==> src/rtl/mws_pkg.sv <==
package mws_pkg;

  // Strobes sent from the control to the datapath each cycle.
  typedef struct packed {
    logic allocEn; // park the offered miss in the slot named by allocIdx
    logic freeEn;  // serve the oldest matching entry this cycle
  } mws_strobe_t;

endpackage

==> src/rtl/mws_datapath.sv <==
module mws_datapath
  import mws_pkg::*;
#(
  parameter int ENTRIES = 8,
  parameter int ADDR_W  = 32,
  parameter int DATA_W  = 64,
  parameter int TAG_W   = 5,
  parameter int IDX_W   = 3
) (
  input  logic              clk,
  input  logic              rstN,
  input  mws_strobe_t       strb,
  input  logic [IDX_W-1:0]  allocIdx,
  input  logic [ADDR_W-1:0] missAddr,
  input  logic [TAG_W-1:0]  missTag,
  input  logic [ADDR_W-1:0] retAddr,
  input  logic [DATA_W-1:0] retData,
  output logic [ENTRIES-1:0] validVec,
  output logic [ENTRIES-1:0] matchVec,
  output logic [TAG_W-1:0]  oldestTag,
  output logic              cplValid,
  output logic [TAG_W-1:0]  cplTag,
  output logic [DATA_W-1:0] cplData
);

  logic [ADDR_W-1:0]  entAddr [ENTRIES];
  logic [TAG_W-1:0]   entTag  [ENTRIES];
  logic [ENTRIES-1:0] entValid;
  // olderThan[i][j] set: entry j was parked before entry i
  logic [ENTRIES-1:0] olderThan [ENTRIES];
  logic [ENTRIES-1:0] isOldest;
  logic [ENTRIES-1:0] freeMask;
  logic [IDX_W-1:0]   oldestIdx;

  assign validVec = entValid;

  for (genvar g = 0; g < ENTRIES; g++) begin : g_cmp
    assign matchVec[g] = entValid[g] && (entAddr[g] == retAddr);
    assign isOldest[g] = matchVec[g] && ((olderThan[g] & matchVec) == '0);
    assign freeMask[g] = strb.freeEn && isOldest[g];
  end

  always_comb begin
    oldestIdx = '0;
    for (int i = 0; i < ENTRIES; i++) begin
      if (isOldest[i]) oldestIdx = IDX_W'(i);
    end
  end

  assign oldestTag = entTag[oldestIdx];

  always_ff @(posedge clk or negedge rstN) begin
    if (!rstN) begin
      entValid <= '0;
      cplValid <= 1'b0;
      cplTag   <= '0;
      cplData  <= '0;
    end else begin
      cplValid <= strb.freeEn;
      if (strb.freeEn) begin
        cplTag             <= oldestTag;
        cplData            <= retData;
        entValid[oldestIdx] <= 1'b0;
      end
      if (strb.allocEn) entValid[allocIdx] <= 1'b1;
    end
  end

  always_ff @(posedge clk) begin
    if (strb.allocEn) begin
      entAddr[allocIdx] <= missAddr;
      entTag[allocIdx]  <= missTag;
      for (int i = 0; i < ENTRIES; i++) begin
        if (i != int'(allocIdx)) olderThan[i][allocIdx] <= 1'b0;
      end
      olderThan[allocIdx] <= entValid & ~freeMask;
    end
  end

  // a miss is only ever parked in an empty slot
  a_r8_alloc_empty_slot: assert property (@(posedge clk) disable iff (!rstN)
    strb.allocEn |-> !entValid[allocIdx]);

  // serving an entry yields a completion carrying the returned data
  a_r3_cpl_follows_free: assert property (@(posedge clk) disable iff (!rstN)
    strb.freeEn |=> (cplValid && cplData == $past(retData)));

  // at most one matching entry is ever the oldest
  a_r4_single_oldest: assert property (@(posedge clk) disable iff (!rstN)
    $onehot0(isOldest));

endmodule

==> src/rtl/mws_control.sv <==
module mws_control
  import mws_pkg::*;
#(
  parameter int ENTRIES  = 8,
  parameter int NUM_REGS = 32,
  parameter int TAG_W    = 5,
  parameter int IDX_W    = 3
) (
  input  logic               clk,
  input  logic               rstN,
  input  logic               missValid,
  input  logic [TAG_W-1:0]   missTag,
  input  logic               retValid,
  input  logic [ENTRIES-1:0] validVec,
  input  logic [ENTRIES-1:0] matchVec,
  input  logic [TAG_W-1:0]   oldestTag,
  input  logic [TAG_W-1:0]   queryTag,
  output logic               missReady,
  output logic               retReady,
  output logic               queryBusy,
  output logic [IDX_W-1:0]   allocIdx,
  output mws_strobe_t        strb
);

  localparam int CNT_W = $clog2(ENTRIES + 1);

  logic [NUM_REGS-1:0] reserved;
  logic                haveFree;
  logic [CNT_W-1:0]    matchCnt;

  always_comb begin
    allocIdx = '0;
    haveFree = 1'b0;
    for (int i = ENTRIES - 1; i >= 0; i--) begin
      if (!validVec[i]) begin
        allocIdx = IDX_W'(i);
        haveFree = 1'b1;
      end
    end
  end

  always_comb begin
    matchCnt = '0;
    for (int i = 0; i < ENTRIES; i++) matchCnt = matchCnt + CNT_W'(matchVec[i]);
  end

  assign missReady    = haveFree && !reserved[missTag];
  assign retReady     = (matchCnt <= CNT_W'(1));
  assign queryBusy    = reserved[queryTag];
  assign strb.allocEn = missValid && missReady;
  assign strb.freeEn  = retValid && (matchCnt != '0);

  always_ff @(posedge clk or negedge rstN) begin
    if (!rstN) begin
      reserved <= '0;
    end else begin
      if (strb.allocEn) reserved[missTag]   <= 1'b1;
      if (strb.freeEn)  reserved[oldestTag] <= 1'b0;
    end
  end

  // an accepted miss leaves its register reserved
  a_r2_reserve_set: assert property (@(posedge clk) disable iff (!rstN)
    strb.allocEn |=> reserved[$past(missTag)]);

  // a served load leaves its register free
  a_r6_reserve_clear: assert property (@(posedge clk) disable iff (!rstN)
    strb.freeEn |=> !reserved[$past(oldestTag)]);

  // nothing is parked while every slot is occupied
  a_r8_full_refuse: assert property (@(posedge clk) disable iff (!rstN)
    (&validVec) |-> !strb.allocEn);

endmodule

==> src/rtl/miss_wait_store.sv <==
module miss_wait_store
  import mws_pkg::*;
#(
  parameter int ENTRIES  = 8,
  parameter int ADDR_W   = 32,
  parameter int DATA_W   = 64,
  parameter int NUM_REGS = 32,
  localparam int IDX_W   = $clog2(ENTRIES),
  localparam int TAG_W   = $clog2(NUM_REGS)
) (
  input  logic              clk,
  input  logic              rstN,
  input  logic              missValid,
  output logic              missReady,
  input  logic [ADDR_W-1:0] missAddr,
  input  logic [TAG_W-1:0]  missTag,
  input  logic              retValid,
  output logic              retReady,
  input  logic [ADDR_W-1:0] retAddr,
  input  logic [DATA_W-1:0] retData,
  output logic              cplValid,
  output logic [TAG_W-1:0]  cplTag,
  output logic [DATA_W-1:0] cplData,
  input  logic [TAG_W-1:0]  queryTag,
  output logic              queryBusy
);

  mws_strobe_t        strb;
  logic [IDX_W-1:0]   allocIdx;
  logic [ENTRIES-1:0] validVec;
  logic [ENTRIES-1:0] matchVec;
  logic [TAG_W-1:0]   oldestTag;

  mws_control #(
    .ENTRIES(ENTRIES), .NUM_REGS(NUM_REGS), .TAG_W(TAG_W), .IDX_W(IDX_W)
  ) u_ctrl (
    .clk(clk), .rstN(rstN),
    .missValid(missValid), .missTag(missTag), .retValid(retValid),
    .validVec(validVec), .matchVec(matchVec), .oldestTag(oldestTag),
    .queryTag(queryTag), .missReady(missReady), .retReady(retReady),
    .queryBusy(queryBusy), .allocIdx(allocIdx), .strb(strb)
  );

  mws_datapath #(
    .ENTRIES(ENTRIES), .ADDR_W(ADDR_W), .DATA_W(DATA_W), .TAG_W(TAG_W), .IDX_W(IDX_W)
  ) u_dp (
    .clk(clk), .rstN(rstN), .strb(strb), .allocIdx(allocIdx),
    .missAddr(missAddr), .missTag(missTag), .retAddr(retAddr), .retData(retData),
    .validVec(validVec), .matchVec(matchVec), .oldestTag(oldestTag),
    .cplValid(cplValid), .cplTag(cplTag), .cplData(cplData)
  );

endmodule

==> config.mk <==
export PLATFORM = sky130hd
export DESIGN_NAME = miss_wait_store
export DESIGN_NICKNAME = d
export VERILOG_FILES = /design/src/rtl/mws_pkg.sv /design/src/rtl/mws_datapath.sv /design/src/rtl/mws_control.sv /design/src/rtl/miss_wait_store.sv
export SDC_FILE = /design/constraint.sdc
export NUM_CORES = 1
export LEC_CHECK = 0
export BUFFER_PORTS_ARGS = -buffer_cell sky130_fd_sc_hd__clkbuf_2
export CAP_MARGIN = 30
export CORE_MARGIN = 2
export CORE_UTILIZATION = 50
export CTS_BUF_LIST = sky130_fd_sc_hd__clkbuf_16
export DETAILED_ROUTE_END_ITERATION = 10
export PLACE_DENSITY = 0.69
export SYNTH_ARGS = -nofsm -noshare
export SYNTH_HDL_FRONTEND = slang
export SYNTH_SLANG_ARGS = --single-unit
==> constraint.sdc <==
create_clock -name clk -period 7.48 [get_ports clk]
set_input_delay 1.496 -clock clk [delete_from_list [all_inputs] [get_ports clk]]
set_output_delay 1.496 -clock clk [all_outputs]
set_load 0.03 [all_outputs]
==> results.txt <==
----------------------------------------------------
[Yosys]
  Post-Synthesis Cells ... 1831
  Number of enable-type register cells in the synthesized netlist ... 360
  Leading register cell type out of synthesis ... sky130_fd_sc_hd__edfxtp_1
  Average size of a mapped cell ... 12.06 sq um
  Yosys warns ... 0
  Library cells used by synthesis ... 88
  Cell area after technology mapping ... 22070 sq um
  Most common cell in the synthesized netlist ... sky130_fd_sc_hd__edfxtp_1
  #FFs+latches synth ... 470
  Portion of synthesized cell area occupied by the leading cell type ... 48.97%
  Cell taking the most area after synthesis ... sky130_fd_sc_hd__edfxtp_1
  Sequential area share after synthesis ... 61.44%
  Synth top cells by count ... sky130_fd_sc_hd__edfxtp_1, sky130_fd_sc_hd__nand2_1, sky130_fd_sc_hd__xnor2_1
  Fraction of registers with async set or reset after synthesis ... 23.40%
  Dominant cells by area after synthesis ... sky130_fd_sc_hd__edfxtp_1, sky130_fd_sc_hd__dfrtp_1, sky130_fd_sc_hd__xnor2_1

[STA]
  Final Hold Viols ... 0
  Worst slew margin relative to its limit ... 31.56%
  RSZ-0062 raised after global routing ... no
  Hold Worst Slack ... 0.4737 ns
  Post-route fraction of the period consumed by the critical path ... 97.62%
  Maximum clock frequency ... 136.9 MHz
  Total count of max-transition violations in the final report ... 0
  Worst slew pin tran ... 1.019 ns
  Sum of negative setup slack ... 0 ns
  Final worst slack ... 0.1777 ns
  Worst clock skew ... 0.02151 ns
  Post-layout min period ... 7.302 ns
  Final Setup Violations ... 0

[Pwr]
  Static Leak ... 10.40 nW
  Pwr per Cell Area ... 285.4 nW/um^2
  Worst VDD drop ... 0.0002593 V
  Total Power ... 7.453 mW

[Global route]
  Global-route wire length before repair ... 111.0 mm
  Number of global-route vias before repair ... 15840
  Tot GR Track Use ... 33.32%
  Total global routing overflow ... 0
  Antenna violations before repair ... 2
  Maximum number of pins on one net before global-route repair ... 76

[Min path]
  Path class of the lowest-slack min-delay path ... reg2reg

[Floorplan]
  Vertical die dimension ... 214.1 um
  Initial standard-cell utilization of the core ... 50.91%
  DIE WIDTH ... 214.1 um
  Die footprint ... 45850 sq um
  Top-level port count ... 215
  Total number of placement rows ... 76
  Placeable Area ... 43360 sq um

[Finish]
  Share of post-route cells with drive strength above 1 ... 21.04%
  Final Core Density ... 60.23%
  Number of fill cells in the layout ... 3571
  Post-synthesis to final-layout area growth ... 18.32%
  Total number of nets in the final design ... 2281

[Clock tree]
  Clock transition at the registers of the reported paths ... 0.06 ns
  Maximum buffer depth of the clock tree ... 3
  TritonCTS Sinks ... 470
  Number of buffers added by the clock tree synthesis step ... 51
  H-tree depth ... 2
  TritonCTS clock tree ... built
  Clock insertion delay at the later pin of the skew report ... 0.62 ns
  Root buffer selected by CTS ... sky130_fd_sc_hd__clkbuf_16
  CTS Hold Bufs ... 0

[Drt]
  Total via count after detailed routing ... 16900
  Remaining DRCs ... 0
  Final wirelength ... 76.98 mm
  Via/cell ratio ... 6.124
  Number of iterations in the first detailed-routing pass ... 6
  Wire length per cell after detailed routing ... 27.90 um
  Post-route antenna net violation count ... 0
  Number of design-rule violations left by the first detailed-router iteration ... 2530

[Job]
  Maxcap violations ... 0

[Worst setup path]
  Data required, critical path ... 5.98 ns
  Max Fanout on Critical Path ... 4
  Register-to-Register Setup Slack ... 1.67 ns
  CP Launch Type ... input pin
  Endpoint kind of the worst setup timing path ... primary output
  Critical path type ... in2out
  Worst EP arrival ... 5.81 ns

[Place]
  Hpwl dp ... 57.58 mm
  Routability congestion estimate from global placement ... 1.022
  Worst slack at placement ... 0.007010 ns
  Number of buffer cells added on primary ports ... 214

[Run status]
  Run status ... finished clean

----------------------------------------------------
## layer usage
metal	share of wire, %	vias up	wire (um)	global-route usage [%]
met5	0.017	-	13	0
met4	2.2	2	1715	7.060
met3	12	130	9205	7.901
met2	43	1108	33410	48.58
met1	42	8400	32630	50.86
li1	-	7255	-	-
## path summary, 6_finish.rpt
| kind | from | end | depth (start not counted) |
|---|---|---|---|
| setup / recovery | retAddr[14] | retReady | 14 |
| hold / removal | u_dp.cplData[37] | u_dp.cplData[37] | 2 |
| setup reg to reg | u_dp.entAddr[1][7] | u_dp.validVec[0] | 22 |
| hold reg to reg | u_dp.cplData[37] | u_dp.cplData[37] | 2 |
| max in group asynchronous | rstN | u_ctrl.reserved[7] | 3 |
| min in group asynchronous | rstN | u_dp.cplData[22] | 1 |
## layout by cell type (no fill, tap or decap), types with 16 or more instances in the layout
master / count
sky130_fd_sc_hd__nor3_1: 23
sky130_fd_sc_hd__buf_4: 103
sky130_fd_sc_hd__mux4_2: 18
sky130_fd_sc_hd__a22o_1: 19
sky130_fd_sc_hd__xnor2_1: 165
sky130_fd_sc_hd__a21oi_1: 46
sky130_fd_sc_hd__nand2_1: 316
sky130_fd_sc_hd__edfxtp_1: 360
sky130_fd_sc_hd__clkbuf_16: 53
sky130_fd_sc_hd__a31oi_1: 35
sky130_fd_sc_hd__nand4_1: 75
sky130_fd_sc_hd__o21ai_0: 18
sky130_fd_sc_hd__and3_1: 16
sky130_fd_sc_hd__nand2b_1: 26
sky130_fd_sc_hd__clkbuf_2: 212
sky130_fd_sc_hd__inv_1: 49
sky130_fd_sc_hd__dfrtp_1: 110
sky130_fd_sc_hd__nor2_1: 108
sky130_fd_sc_hd__nand3_1: 47
sky130_fd_sc_hd__nor4_1: 44
sky130_fd_sc_hd__xor2_1: 83
## stage by stage
| stage | instances | cell area (sq um) |
|---|---|---|
| floorplan | 1838 | 22100 |
| global placement | 2662 | 24390 |
| detailed placement | 2663 | 24390 |
| CTS | 2756 | 26070 |
| global route | 2757 | 26110 |
| finish | 2759 | 26120 |
## registers in the layout (all words and copies together), names as in the netlist
| signal | count |
|---|---|
| u_ctrl.reserved | 32 |
| u_dp.entAddr | 256 |
| u_dp.validVec | 8 |
| u_dp.cplData | 64 |
| u_dp.cplTag | 5 |
| u_dp.cplValid | 1 |
| u_dp.olderThan | 64 |
| u_dp.entTag | 40 |
## cells by family after synthesis
kind of cell | Yosys count | share of synthesized area, %
and+or+nand+nor | 751 | 17.08
DFF | 470 | 61.44
xor gates and xnor gates | 248 | 9.840
AOI/OAI and AO/OA | 194 | 6.167
buffers and inverters | 131 | 2.568
muxes | 29 | 2.358
adders and majority gates | 7 | 0.5328
other | 1 | 0.01699
## final cells by class
| class | instances | area (sq um) | area share [%] |
|---|---|---|---|
| clock buffers | 53 | 1326 | 5.078 |
| inverters | 50 | 187.7 | 0.7186 |
| multi-input cells | 1237 | 8001 | 30.63 |
| diodes | 2 | 5.005 | 0.01916 |
| well taps | 585 | 732.0 | 2.802 |
| clock inverters | 40 | 349.1 | 1.337 |
| flip-flops and latches | 470 | 13560 | 51.93 |
| repair buffers | 322 | 1954 | 7.483 |
## critical path, cell delays in order
cell	delay [ns]
sky130_fd_sc_hd__clkbuf_2	0.15
sky130_fd_sc_hd__xnor2_1	0.45
sky130_fd_sc_hd__or4b_4	0.54
sky130_fd_sc_hd__nor4_4	0.36
sky130_fd_sc_hd__ha_1	0.29
sky130_fd_sc_hd__inv_1	0.08
sky130_fd_sc_hd__fa_1	0.42
sky130_fd_sc_hd__fa_1	0.60
sky130_fd_sc_hd__fa_1	0.18
sky130_fd_sc_hd__inv_1	0.06
sky130_fd_sc_hd__fa_1	0.44
sky130_fd_sc_hd__or2_2	0.32
sky130_fd_sc_hd__a21oi_2	0.21
sky130_fd_sc_hd__clkbuf_4	0.23
## repair_timing
item / CTS / global route
gates resized for setup: 1 / 4
setup buffers: 0 / 0
endpoints found under the setup margin: 1 / 1
pin swaps: 0 / 1
## power by group
group          internal, mW  total (mW)  switching (mW)  leakage [nW]
clock network          1.46        2.55            1.09         0.848
registers              3.24        3.45           0.202          4.72
logic                 0.452        1.46            1.01          4.83
No activity file was read; power rests on OpenSTA's default activity.
